### src/rtl/qual_pkg.sv
package qual_pkg;
  localparam int unsigned QUAL_NSRC = 4;
  localparam int unsigned QUAL_N_W  = 4;

  // Time-mode divide ratio for shift value n: 2^(n+1)
  function automatic int unsigned div_ratio(input int unsigned n);
    return 32'd2 << n;
  endfunction

  // Pulse-mode filter depth for shift value n: 2^n strobes
  function automatic int unsigned filt_depth(input int unsigned n);
    return 32'd1 << n;
  endfunction
endpackage

### src/rtl/qual_div.sv
module qual_div
  import qual_pkg::*;
#(
  parameter int unsigned N_W = QUAL_N_W,
  localparam int unsigned C_W = 2 ** N_W
) (
  input  logic           clk,
  input  logic           rst_n,
  input  logic           clr,
  input  logic           stb,
  input  logic           bypass,
  input  logic [N_W-1:0] shift,
  output logic           wrap
);
  logic [C_W-1:0] cnt;
  logic           last;

  assign last = (32'(cnt) + 32'd1) == div_ratio(32'(shift));
  assign wrap = !clr && stb && (bypass || last);

  always_ff @(posedge clk or negedge rst_n) begin
    if (!rst_n)                 cnt <= '0;
    else if (clr || bypass)     cnt <= '0;
    else if (stb && last)       cnt <= '0;
    else if (stb)               cnt <= cnt + 1'b1;
  end

  AST_DIV_BELOW_RATIO: assert property (@(posedge clk) disable iff (!rst_n)
    (32'(cnt) < div_ratio(32'(shift))) || $past(clr) || !$stable(shift));
  AST_DIV_CLEARED: assert property (@(posedge clk) disable iff (!rst_n)
    clr |=> (cnt == '0));
endmodule

### src/rtl/qual_filt.sv
module qual_filt
  import qual_pkg::*;
#(
  parameter int unsigned N_W = QUAL_N_W,
  localparam int unsigned C_W = 2 ** N_W
) (
  input  logic           clk,
  input  logic           rst_n,
  input  logic           hold,
  input  logic           pass,
  input  logic           clr,
  input  logic           stb,
  input  logic           din,
  input  logic [N_W-1:0] shift,
  output logic           lvl
);
  logic [C_W-1:0] fcnt;
  logic           done;

  assign done = (32'(fcnt) + 32'd1) == filt_depth(32'(shift));

  always_ff @(posedge clk or negedge rst_n) begin
    if (!rst_n) begin
      fcnt <= '0;
      lvl  <= 1'b0;
    end else if (hold) begin
      fcnt <= '0;
    end else if (pass) begin
      fcnt <= '0;
      lvl  <= din;
    end else if (clr || (din == lvl)) begin
      fcnt <= '0;
    end else if (stb && done) begin
      fcnt <= '0;
      lvl  <= din;
    end else if (stb) begin
      fcnt <= fcnt + 1'b1;
    end
  end

  AST_LVL_NEEDS_STROBE: assert property (@(posedge clk) disable iff (!rst_n)
    !$stable(lvl) |-> ($past(pass) || $past(stb)));
  AST_HOLD_KEEPS_LVL: assert property (@(posedge clk) disable iff (!rst_n)
    hold |=> $stable(lvl));
  AST_RETURN_CLEARS: assert property (@(posedge clk) disable iff (!rst_n)
    (!hold && (din == lvl)) |=> (fcnt == '0));
endmodule

### src/rtl/strobe_qualifier.sv
module strobe_qualifier
  import qual_pkg::*;
#(
  parameter int unsigned NSRC = QUAL_NSRC,
  parameter int unsigned N_W  = QUAL_N_W,
  localparam int unsigned SEL_W = $clog2(NSRC)
) (
  input  logic             clk,
  input  logic             rst_n,
  input  logic             tmr_en,
  input  logic             pulse_mode,
  input  logic [SEL_W-1:0] src_sel,
  input  logic             bypass,
  input  logic [N_W-1:0]   shift_n,
  input  logic [NSRC-1:0]  src_stb,
  input  logic             sig_in,
  output logic             tick_o,
  output logic             level_o
);
  logic             sel_stb;
  logic             cfg_chg;
  logic             div_wrap;
  logic [SEL_W-1:0] sel_q;
  logic [N_W-1:0]   shift_q;

  assign sel_stb = src_stb[src_sel];
  assign cfg_chg = (sel_q != src_sel) || (shift_q != shift_n);

  always_ff @(posedge clk or negedge rst_n) begin
    if (!rst_n) begin
      sel_q   <= '0;
      shift_q <= '0;
      tick_o  <= 1'b0;
    end else begin
      sel_q   <= src_sel;
      shift_q <= shift_n;
      tick_o  <= tmr_en && !pulse_mode && div_wrap;
    end
  end

  qual_div #(.N_W(N_W)) u_div (
    .clk    (clk),
    .rst_n  (rst_n),
    .clr    (!tmr_en || pulse_mode || cfg_chg),
    .stb    (sel_stb),
    .bypass (bypass),
    .shift  (shift_n),
    .wrap   (div_wrap)
  );

  qual_filt #(.N_W(N_W)) u_filt (
    .clk   (clk),
    .rst_n (rst_n),
    .hold  (!tmr_en || !pulse_mode),
    .pass  (bypass || (shift_n == '0)),
    .clr   (cfg_chg),
    .stb   (sel_stb),
    .din   (sig_in),
    .shift (shift_n),
    .lvl   (level_o)
  );

  AST_NO_TICK_IN_PULSE: assert property (@(posedge clk) disable iff (!rst_n)
    pulse_mode |=> !tick_o);
  AST_TICK_FROM_STROBE: assert property (@(posedge clk) disable iff (!rst_n)
    tick_o |-> $past(sel_stb));
  AST_OFF_NO_TICK: assert property (@(posedge clk) disable iff (!rst_n)
    !tmr_en |=> !tick_o);
  AST_TIME_LVL_STABLE: assert property (@(posedge clk) disable iff (!rst_n)
    !pulse_mode |=> $stable(level_o));
endmodule

### config.mk
export PLATFORM = sky130hd
export DESIGN_NAME = strobe_qualifier
export DESIGN_NICKNAME = d
export VERILOG_FILES = /design/src/rtl/qual_pkg.sv /design/src/rtl/qual_div.sv /design/src/rtl/qual_filt.sv /design/src/rtl/strobe_qualifier.sv
export SDC_FILE = /design/constraint.sdc
export NUM_CORES = 1
export LEC_CHECK = 0
export BUFFER_PORTS_ARGS = -buffer_cell sky130_fd_sc_hd__buf_4
export CORE_ASPECT_RATIO = 1.2
export CORE_MARGIN = 2
export CORE_UTILIZATION = 55
export CTS_CLUSTER_SIZE = 20
export DETAILED_ROUTE_END_ITERATION = 8
export GPL_TIMING_DRIVEN = 0
export PLACE_DENSITY = 0.77
export SETUP_SLACK_MARGIN = 0.02
export SYNTH_ARGS = -nofsm -noshare
export SYNTH_HDL_FRONTEND = slang
export SYNTH_SLANG_ARGS = --single-unit
### constraint.sdc
create_clock -name clk -period 4 [get_ports clk]
set_input_delay 0.4 -clock clk [delete_from_list [all_inputs] [get_ports clk]]
set_output_delay 0.4 -clock clk [all_outputs]
set_load 0.05 [all_outputs]
==> flow_summary_export.csv <==
group,metric,value,unit
outcome,outcome,"finished, final reports clean",
setup_path,reg2reg_from,"u_div.cnt[0]$_DFFE_PN0P_",
logic_synthesis,async_flop_share,1.000,
routing,ant_nets,0,
timing,setup_viol,0,
placement,dpl_cell_area,3613,sq um
global_routing,grt_pass1_wl,14.46,mm
logic_synthesis,seq_area_frac_synth,0.2959,
logic_synthesis,yosys-top-cells-area,"dfrtp_1 (30%), xnor2_1 (8.0%), mux2i_1 (5.9%), nand2_1 (3.7%), xor2_1 (3.1%)",
setup_path,crit_start,"u_div.cnt[0]$_DFFE_PN0P_",
floorplanning,dieArea,6797,sq um
setup_path,cp_data_arrival_time,3.58,ns
routing,via_per_inst,6.386,
logic_synthesis,synth_area_leader_cell,"dfrtp_1",
timing,rsz0062_at_grt,"false",
clock_network,clkTransAtPathRegs,0.09,ns
placement,hpwl,6.563,mm
layout,drive_above_1_share,0.1370,
pwr,ir_drop,0.1970,mV
pwr,powerDensity,237.9,nW/um^2
timing,finalSetupTns,0,ns
setup_path,critPathRequiredTime,4.23,ns
floorplanning,fp.dieW,75.60,um
logic_synthesis,yosysWarningCount,0,
pwr,total_power,0.8884,mW
global_routing,grt_antenna_before_repair,0,
timing,maxSlewHeadroom,0.1406,
setup_path,end_kind,"register",
logic_synthesis,synth_largest_type_area_fraction,0.2959,
layout,diodes,0,
clock_network,numClockSinks,40,
clock_network,cts_buffers,5,
placement,gp_congestion,0.9285,
setup_path,crit_fanout,10,
routing,drcViolationCount,0,
floorplanning,die_h,89.92,um
hold_path,min_path_type,"in -> async",
logic_synthesis,synth_edf_count,0,
logic_synthesis,yosysMostFrequentCell,"dfrtp_1",
logic_synthesis,syn-num-nets,409,
timing,maxSlewViolCount,0,
clock_network,tritoncts,"yes",
clock_network,post_cts_buffers,0,
logic_synthesis,ys_ff_latch,40,
clock_network,cts_resized,0,
routing,wire_per_inst,17.73,um
logic_synthesis,synth_cell_types,60,
setup_path,reg2reg_slack,0.65,ns
timing,hold_viol_final,0,
logic_synthesis,synthFlopType,"dfrtp_1",
clock_network,cts.hold.buffers_added,0,
timing,tightest_slew,1.277,ns
floorplanning,start_util,0.5664,
logic_synthesis,avgSynthCellArea,8.653,sq um
routing,dr.pass1.iters,5,
layout,area_growth,10.39,%
timing,skew,0.01413,ns
clock_network,root_buffer,"clkbuf_8",
layout,layout.nets,433,
global_routing,grt_util_all_layers,0.2716,
global_routing,grt-ovfl-total,0,
pwr,p_leak,1.432,nW
global_routing,grt_pass1_vias,3061,
clock_network,clockBufferDepth,2,
floorplanning,ioPinCount,18,
floorplanning,core_area,5973,sq um
floorplanning,placementRows,31,
setup_path,reg2reg_to,"u_div.cnt[6]$_DFFE_PN0P_",
timing,fin_crit,3.354,ns
setup_path,worst_setup_path_start_kind,"register",
logic_synthesis,synth.cell_area,3383,sq um
flow_run,cap_viol_max_count,0,
clock_network,clk_latency,0.31,ns
timing,fin_crit_sh,0.8384,
routing,first_iter_violations,233,
logic_synthesis,netlist_top_cells_count,"dfrtp_1 (40), nand2_1 (33), xnor2_1 (31)",
setup_path,critPathKind,"reg -> reg",
layout,fin_area,3735,sq um
placement,io_buffer_count,17,
global_routing,grt_max_degree,41,
routing,vias,3180,
routing,wl,8.829,mm
timing,max_freq,0.2982,GHz
setup_path,reg2regPathDepth,11,
logic_synthesis,synthCells,391,
clock_network,htree_levels,2,
## state kept, by name (all words and copies together) (netlist names)
name and count:
shift_q 4, tick_o 1, u_filt.fcnt 16, u_div.cnt 16
u_filt.lvl 1, sel_q 2
## report_power, final
part | switching, mW | total (mW) | internal [mW]
combinational | 0.0672 | 0.111 | 0.0441
clock | 0.161 | 0.365 | 0.204
sequential | 0.00306 | 0.412 | 0.409
## stage by stage
| step | instances | setup slack, ns | hold WS [ns] | util |
|---|---|---|---|---|
| finish | 498 | 0.6465 | 0.05763 | 0.6253 |
| detailed placement | 490 | 0.6259 | 0.4129 | 0.6049 |
| CTS | 498 | 0.7346 | 0.08047 | 0.6253 |
| global placement | 490 | 0.6241 | 0.4122 | 0.6049 |
| global route | 498 | 0.4433 | 0.1189 | 0.6253 |
| floorplan | 391 | 1.337 | 0.1044 | - |
## layout make-up
cell class / count / area, sq um
inverter: 9 / 33.78
clock buffer: 6 / 82.58
timing repair buffer: 17 / 127.6
tap: 82 / 102.6
clock inverter: 2 / 38.79
fill: 539 / 2238
multi-input combinational: 314 / 2215
buffer: 28 / 133.9
sequential: 40 / 1001
## layout by cell type, fill, tap and decap left out, types with 3 or more instances in the layout
master    Yosys  final
o211ai_1      3      3
a31oi_1      12     12
and4bb_2      4      4
nand4b_1      3      3
nor4_1        7      7
dfrtp_1      40     40
o21ai_0      12     12
a22o_1        5      5
clkbuf_8      0      6
xnor2_1      31     31
nand2_1      33     33
and2_1        8      8
nor2b_1       3      3
o21ai_1       3      3
buf_2        11     11
clkbuf_1     14     14
and4_1        5      5
nor3b_1       6      6
inv_1         9      9
nor3_1       15     15
nand3_1      20     20
mux2i_1      20     20
a21boi_0      6      6
mux2_2        5      5
and3_1       11     11
nor2_1       10     10
nand4_1      11     11
buf_4         0     17
or3_1         6      6
xor2_1       12     12
a21oi_1      15     15
nand2b_1      8      8
o21a_1        3      3
## worst max path at each step
stage / endpoint / slack (ns) / depth (start not counted)
after floorplan: u_filt.lvl$_DFFE_PN0P_ / 1.34 / 10
after global placement: u_div.cnt[2]$_DFFE_PN0P_ / 0.62 / 10
after detailed placement: u_div.cnt[2]$_DFFE_PN0P_ / 0.63 / 10
after CTS: u_div.cnt[6]$_DFFE_PN0P_ / 0.73 / 11
after global routing: u_div.cnt[6]$_DFFE_PN0P_ / 0.44 / 11
final: u_div.cnt[6]$_DFFE_PN0P_ / 0.65 / 11
## worst max-delay path, cell delays in order (launching register included)
cell      delay [ns]
dfrtp_1         0.49
ha_1            0.32
and3_1          0.32
and2_1          0.16
clkbuf_1        0.32
nor4_1          0.09
o311ai_0        0.41
a22oi_1         0.22
a21oi_2         0.33
buf_2           0.31
a21oi_1         0.10
o21ai_0         0.20
## cells by family (layout without fill, tap and decap cells)
family,count (synthesis),after routing,share of synthesized area
AO/OA/AOI/OAI,77,77,0.1575
multiplexers,25,25,0.07581
flip-flops,40,40,0.2959
buffers and inverters,37,62,0.04955
adder cells (fa/ha/maj),2,2,0.007395
XOR/XNOR,44,44,0.1180
AND/OR/NAND/NOR,166,166,0.2959
## metal layers
metal | global-route usage | vias up | routed length, um
met4 | 0.09211 | 0 | 208
met5 | 0 | - | 0
met3 | 0.04484 | 22 | 409
li1 | - | 1496 | -
met1 | 0.3336 | 1557 | 3598
met2 | 0.4667 | 105 | 4613
(Power assumes the default switching activity.)
